==> config.mk <==
export PLATFORM = sky130hd
export DESIGN_NAME = regread_or_bus
export DESIGN_NICKNAME = d
export VERILOG_FILES = /design/src/rtl/regread_or_bus.sv
export SDC_FILE = /design/constraint.sdc
export NUM_CORES = 1
export LEC_CHECK = 0
export BUFFER_PORTS_ARGS = -buffer_cell sky130_fd_sc_hd__buf_4
export CORE_MARGIN = 4
export CORE_UTILIZATION = 41
export DETAILED_ROUTE_END_ITERATION = 8
export PLACE_DENSITY_LB_ADDON = 0.3
export RECOVER_POWER = 25
export SKIP_CTS_REPAIR_TIMING = 1
export SLEW_MARGIN = 20
export SYNTH_ARGS = -nofsm -noshare
export SYNTH_HDL_FRONTEND = slang
export SYNTH_SLANG_ARGS = --single-unit
==> constraint.sdc <==
create_clock -name clk -period 0.8 [get_ports clk]
set_input_delay 0.08 -clock clk [delete_from_list [all_inputs] [get_ports clk]]
set_output_delay 0.08 -clock clk [all_outputs]
set_load 0.1 [all_outputs]
==> src/rtl/regread_or_bus.sv <==
module regread_or_bus #(
  parameter int N = 3,
  parameter int W = 16,
  parameter logic [N*32-1:0] SRC_W = {32'd12, 32'd8, 32'd16}
) (
  input  logic           clk,
  input  logic           rst_n,
  input  logic [N*W-1:0] src_data,
  input  logic [N-1:0]   rd_en,
  output logic [W-1:0]   rd_data,
  input  logic [W-1:0]   wr_data,
  input  logic [N-1:0]   wr_en,
  output logic [N*W-1:0] cfg_q
);

  logic [W-1:0] stage [N];
  logic [W-1:0] acc;

  for (genvar i = 0; i < N; i++) begin : g_src
    localparam int SW = int'(SRC_W[i*32 +: 32]);
    localparam logic [W-1:0] MSK = {W{1'b1}} >> (W - SW);

    wire [W-1:0] gated = rd_en[i] ? (src_data[i*W +: W] & MSK) : '0;

    always_ff @(posedge clk or negedge rst_n)
      if (!rst_n) stage[i] <= '0;
      else        stage[i] <= gated;

    always_ff @(posedge clk or negedge rst_n)
      if (!rst_n)        cfg_q[i*W +: W] <= '0;
      else if (wr_en[i]) cfg_q[i*W +: W] <= wr_data & MSK;

    assert_single_read_R2: assert property (@(posedge clk) disable iff (!rst_n)
      ($countones(rd_en) == 1 && rd_en[i]) |=> rd_data == ($past(src_data[i*W +: W]) & MSK));

    assert_pad_zero_R5: assert property (@(posedge clk) disable iff (!rst_n)
      ($countones(rd_en) == 1 && rd_en[i]) |=> (rd_data & ~MSK) == '0);

    assert_write_load_R7: assert property (@(posedge clk) disable iff (!rst_n)
      wr_en[i] |=> cfg_q[i*W +: W] == ($past(wr_data) & MSK));

    assert_write_hold_R8: assert property (@(posedge clk) disable iff (!rst_n)
      !wr_en[i] |=> $stable(cfg_q[i*W +: W]));
  end

  always_comb begin
    acc = '0;
    for (int i = 0; i < N; i++) acc |= stage[i];
  end

  assign rd_data = acc;

  assert_idle_zero_R3: assert property (@(posedge clk) disable iff (!rst_n)
    (rd_en == '0) |=> rd_data == '0);

  assert_reset_clear_R4: assert property (@(posedge clk)
    !rst_n |-> (rd_data == '0 && cfg_q == '0));

endmodule

==> results of run 1 <==
[final timing paths]
kind	from	endpoint	slack [ns]	cells after the start
setup reg to reg	cfg_q[13]$_DFFE_PN0P_	cfg_q[13]$_DFFE_PN0P_	-0.12	1
min in group asynchronous	rst_n	cfg_q[40]$_DFFE_PN0P_	0.24	2
hold / removal	rd_en[1]	stage[23]$_DFF_PN0_	0.02	2
setup / recovery	stage[16]$_DFF_PN0_	rd_data[0]	-0.58	2
hold reg to reg	cfg_q[0]$_DFFE_PN0P_	cfg_q[0]$_DFFE_PN0P_	0.60	1
max in group asynchronous	rst_n	cfg_q[43]$_DFFE_PN0P_	0.06	3
[area by class of cell]
class	count	share of cell area (%)
clock buffers	11	2.93
multi-input cells	96	16.3
clock inverters	5	1.06
flip-flops and latches	72	37.4
well taps	77	1.86
repair buffers	169	40.4
[placed cells by master (no fill, tap or decap)]
master,Yosys,final
dfrtp_1,72,36
dlygate4sd3_1,0,53
bufinv_16,0,1
mux2_2,26,25
or3_4,0,8
dfrtp_4,0,36
clkbuf_8,0,11
or2_4,0,4
mux2_4,10,11
buf_12,1,53
clkinv_2,0,2
clkinvlp_4,0,2
conb_1,1,12
buf_8,0,4
and2_1,36,36
clkbuf_2,0,1
buf_4,17,58
[synth_stat cells]
library cell,count,share of area [%]
and2_1,36,8.3
buf_12,1,0.74
buf_2,1,0.18
buf_4,17,4.7
buf_6,1,0.41
clkbuf_1,2,0.28
conb_1,1,0.14
dfrtp_1,72,66
mux2_2,26,11
mux2_4,10,5.5
or2_2,4,0.92
or3_1,8,1.8
[sequential cells by signal, indices dropped and copies added (netlist names)]
| name | cells |
|---|---|
| stage | 36 |
| cfg_q | 36 |
[layer usage]
layer / routed length [um] / part of all wire [%] / GRT usage, % / vias to the layer above
met4: 100 / 1.3 / 7.71 / 0
met1: 2810 / 37 / 16.8 / 985
met2: 4080 / 54 / 21.7 / 90
met3: 579 / 7.6 / 6.27 / 10
li1: - / - / - / 891
met5: 0 / 0 / 0 / -
[logic make-up (layout without fill, tap and decap cells)]
logic type | after synthesis | after routing | synth area share, %
buf+inv | 22 | 185 | 6.30
flops | 72 | 72 | 66.2
mux | 36 | 36 | 16.3
other cells | 1 | 12 | 0.138
simple gates | 48 | 48 | 11.0
[per-stage QoR]
step / instances / setup TNS, ns / instance area (um2) / hold WS [ns]
2_1_floorplan: 190 / -9.19 / 2950 / -0.216
3_3_place_gp: 361 / -3.22 / 3800 / -0.0642
3_5_place_dp: 361 / -3.67 / 3800 / -0.0641
4_1_cts: 377 / -22.22 / 4010 / -0.439
5_1_grt: 430 / -22.30 / 5170 / 0.00740
6_report: 430 / -19.66 / 5170 / 0.0215
[power groups by stage]
stage	Sequential (uW)	Combinational [uW]	Clock (uW)
after CTS	4160	3320	2990
after floorplan	5590	1190	0
after global placement	4220	3290	0
after detailed placement	4230	3320	0
after global routing	4310	4330	3160
final	4280	4200	2910
==> flow_metrics.env, run 1 <==
export IMPL_drv_slew=0
export IMPL_endpoint_kind="primary output"
export IMPL_power_frac_seq_pct=37.6
export IMPL_port_buffers=111
export IMPL_synth_seq_cells=72
export IMPL_switching_power_uw=4130
export IMPL_route_vias_total=1976
export IMPL_via_per_inst=4.60
export IMPL_crit_chain="or3_4 > buf_12"
export IMPL_start_util_pct=42.6
export IMPL_p_comb_share_pct=36.9
export IMPL_finalCritPeriodShare_pct=172
export IMPL_switching_share_pct=36.3
export IMPL_die_w_um=89.5
export IMPL_status="finished, violations left"
export IMPL_required_ns=0.72
export IMPL_clk_insertion_delay_late_ns=0.33
export IMPL_core_um2=6390
export IMPL_grt_overflow=0
export IMPL_drt_pass1_iter_count=4
export IMPL_antenna_left=0
export IMPL_rsz0062_at_grt="true"
export IMPL_power_density_nw_per_um2=2200
export IMPL_critical_path_class="flop to primary output"
export IMPL_syn_avg_cell_area_um2=15.2
export IMPL_layout_drive_gt1_share_pct=61.2
export IMPL_clockRootBuffer="clkbuf_8"
export IMPL_gr_usage_all_layers_pct=14.2
export IMPL_multi_input_area_um2=842
export IMPL_finalSetupViolations=88
export IMPL_internal_power_uw=7260
export IMPL_post_route_drc_count=0
export IMPL_post_drt_wl_per_cell_um=17.6
export IMPL_drt_initial_drc_count=15
export IMPL_rows=29
export IMPL_tritoncts="built"
export IMPL_io_pins=136
export IMPL_finalCriticalPeriod_ns=1.38
export IMPL_crit_path_max_fanout=1
export IMPL_finalNetCount=420
export IMPL_cp_num_buf_inv=1
export IMPL_worst_slack_ns=-0.580
export IMPL_cts_path_max_buffers=2
export IMPL_cts_sinks=72
export IMPL_drv_cap=0
export IMPL_tritoncts_num_buffers=9
export IMPL_fp_dieH_um=89.5
export IMPL_hold_path_class="input port to flop"
export IMPL_power_uw=11400
export IMPL_ys_warn_count=0
export IMPL_p_leak_uw=0.00235
export IMPL_grt_start_max_net_pins=35
export IMPL_grt_pass1_wl_um=8370
export IMPL_finalHoldViolCount=0
export IMPL_worstSetupStartpointType="flop"
export IMPL_critPathSlowestCell="or3_4"
export IMPL_finalWirelength_um=7570
export IMPL_seq_area_um2=1940
export IMPL_hpwlAfterDp_um=4240
export IMPL_cts_max_level=3
export IMPL_peakVddDrop_mv=1.56
export IMPL_post_route_util_pct=81.0
export IMPL_antenna_found_initial=0
export IMPL_grt_pass1_vias=1738
export IMPL_clkPwrFrac_pct=25.5
export IMPL_filler_cell_count=314
export IMPL_synth_cell_types=12
export IMPL_syn_instance_count=179
export IMPL_arrival_ns=1.30
export IMPL_syn_area_um2=2720
export IMPL_area_growth_syn_to_layout_pct=90.2
export IMPL_ys_seq_area_share_pct=66.2
export IMPL_clkTransAtPathRegs_ns=0.08
export IMPL_violations="negative setup slack"
export IMPL_fin_skew_ns=0
export IMPL_place_ws_ns=-0.246
export IMPL_gp_congestion=0.691
export IMPL_critPathMaxStageDelay_ns=0.41
export IMPL_critPathTopFamily="simple AND/OR/NAND/NOR gates"
export IMPL_die_area_um2=8000
export IMPL_fmax_mhz=725
export IMPL_diodes=0
Note: power is estimated with default switching activity, not from simulation.
==> run 2, diff against run 1 <==
Settings changed: RECOVER_POWER 25 to default.
==> run 2 against run 1 <==
The flow still finishes with violations (negative setup slack); register-to-register slack is essentially flat; fmax did not move; clock skew is the same; largest cell class unchanged.
==> flow_metrics.env, run 2 (same netlist as run 1, synthesis figures left out) <==
export IMPL_tritoncts_num_buffers=9
export IMPL_antenna_found_initial=0
export IMPL_top_regs="cfg_q: 36 flops, stage: 36 flops"
export IMPL_route_vias_total=1976
export IMPL_critPathSlowestCell="or3_4"
export IMPL_post_route_util_pct=81.1
export IMPL_clkTransAtPathRegs_ns=0.08
export IMPL_clockRootBuffer="clkbuf_8"
export IMPL_reg2reg_from="cfg_q[13]$_DFFE_PN0P_"
export IMPL_rsz0062_at_grt="true"
export IMPL_drv_cap=0
export IMPL_top_usage_layer="met2"
export IMPL_grt_use_met2_pct=21.7
export IMPL_worst_slack_ns=-0.580
export IMPL_critPathMaxStageDelay_ns=0.41
export IMPL_antenna_left=0
export IMPL_holdCritStartpoint="rd_en[1]"
export IMPL_finalHoldViolCount=0
export IMPL_critical_path_class="flop to primary output"
export IMPL_power_uw=11400
export IMPL_placed_cells=361
export IMPL_drv_slew=0
export IMPL_clk_insertion_delay_late_ns=0.33
export IMPL_layout_common_cells="59 x buf_4, 53 x dlygate4sd3_1, 53 x buf_12"
export IMPL_finalNetCount=420
export IMPL_fin_skew_ns=0
export IMPL_crit_path_max_fanout=1
export IMPL_place_ws_ns=-0.246
export IMPL_drt_initial_drc_count=15
export IMPL_endpoint_kind="primary output"
export IMPL_hold_depth=2
export IMPL_grt_util_met1_pct=16.8
export IMPL_grt_start_max_net_pins=35
export IMPL_worstSetupStartpointType="flop"
export IMPL_area_growth_syn_to_layout_pct=90.3
export IMPL_violations="negative setup slack"
export IMPL_port_buffers=111
export IMPL_finalSetupViolations=88
export IMPL_use_met3_pct=6.27
export IMPL_fmax_mhz=725
export IMPL_via_per_inst=4.60
export IMPL_rows=29
export IMPL_final_design_area_no_fill_um2=5180
export IMPL_power_density_nw_per_um2=2200
export IMPL_post_drt_wl_per_cell_um=17.6
export IMPL_status="finished, violations left"
export IMPL_critPathTopFamily="simple AND/OR/NAND/NOR gates"
export IMPL_worst_r2r_cell_count=1
export IMPL_r2r_end="cfg_q[13]$_DFFE_PN0P_"
export IMPL_gr_usage_all_layers_pct=14.2
export IMPL_p_leak_uw=0.00235
export IMPL_finalCritPeriodShare_pct=172
export IMPL_die_w_um=89.5
export IMPL_hold_end="stage[23]$_DFF_PN0_"
export IMPL_hpwlAfterDp_um=4240
export IMPL_stdcell_count=430
export IMPL_place_area_um2=3800
export IMPL_finalCriticalPeriod_ns=1.38
export IMPL_fp_dieH_um=89.5
export IMPL_core_um2=6390
export IMPL_die_area_um2=8000
export IMPL_diodes=0
export IMPL_crit_chain="or3_4 > buf_12"
export IMPL_grt_overflow=0
export IMPL_cp_num_buf_inv=1
export IMPL_grt_pass1_vias=1738
export IMPL_cts_path_max_buffers=2
export IMPL_cts_max_level=3
export IMPL_final_common_cell="buf_4"
export IMPL_peakVddDrop_mv=1.56
export IMPL_finalWirelength_um=7570
export IMPL_r2r_slack_ns=-0.12
export IMPL_cts_sinks=72
export IMPL_tritoncts="built"
export IMPL_layout_drive_gt1_share_pct=61.2
export IMPL_hold_path_class="input port to flop"
export IMPL_required_ns=0.72
export IMPL_drt_pass1_iter_count=4
export IMPL_start_util_pct=42.6
export IMPL_gp_congestion=0.691
export IMPL_post_route_drc_count=0
export IMPL_arrival_ns=1.30
export IMPL_grt_pass1_wl_um=8370
export IMPL_io_pins=136
-- run 2: cell types whose count changed in the layout (fill, tap and decap cells not counted), sizes merged --
cell,previous run,this run
clkbuf,12,11
buf,115,116
-- run 2: through the flow --
stage	hold slack, ns	TNS [ns]
final	0.0215	-19.66
after global routing	0.00740	-22.03
after CTS	-0.439	-22.22
after detailed placement	-0.0641	-3.67
after global placement	-0.0642	-3.22
after floorplan	-0.216	-9.19
-- run 2: worst max-delay path by stage --
| stage | start | cells after the start | end | slack [ns] |
|---|---|---|---|---|
| global route | stage[16]$_DFF_PN0_ | 2 | rd_data[0] | -0.62 |
| floorplan | cfg_q[10]$_DFFE_PN0P_ | 1 | cfg_q[10]$_DFFE_PN0P_ | -0.23 |
| CTS | stage[19]$_DFF_PN0_ | 2 | rd_data[3] | -0.63 |
| detailed placement | stage[19]$_DFF_PN0_ | 2 | rd_data[3] | -0.25 |
| global placement | stage[23]$_DFF_PN0_ | 2 | rd_data[7] | -0.23 |
| finish | stage[16]$_DFF_PN0_ | 2 | rd_data[0] | -0.58 |
-- run 2: area by class of cell --
| type | instances | area (um2) |
|---|---|---|
| clock buffers | 11 | 151 |
| clock inverters | 5 | 55.1 |
| fillers | 313 | 1210 |
| multi-input cells | 96 | 842 |
| flip-flops and latches | 72 | 1940 |
| well taps | 77 | 96.3 |
| repair buffers | 169 | 2090 |
-- run 2: report_power, final --
group          internal, uW  switching (uW)
combinational          1630            2570
clock                  1600            1310
sequential             4030             249
total                  7260            4130
-- run 2: routing by layer --
metal | wire length (um) | vias up
met3 | 580 | 10
met2 | 4080 | 90
met5 | 0 | -
met4 | 100 | 0
li1 | - | 891
met1 | 2810 | 985
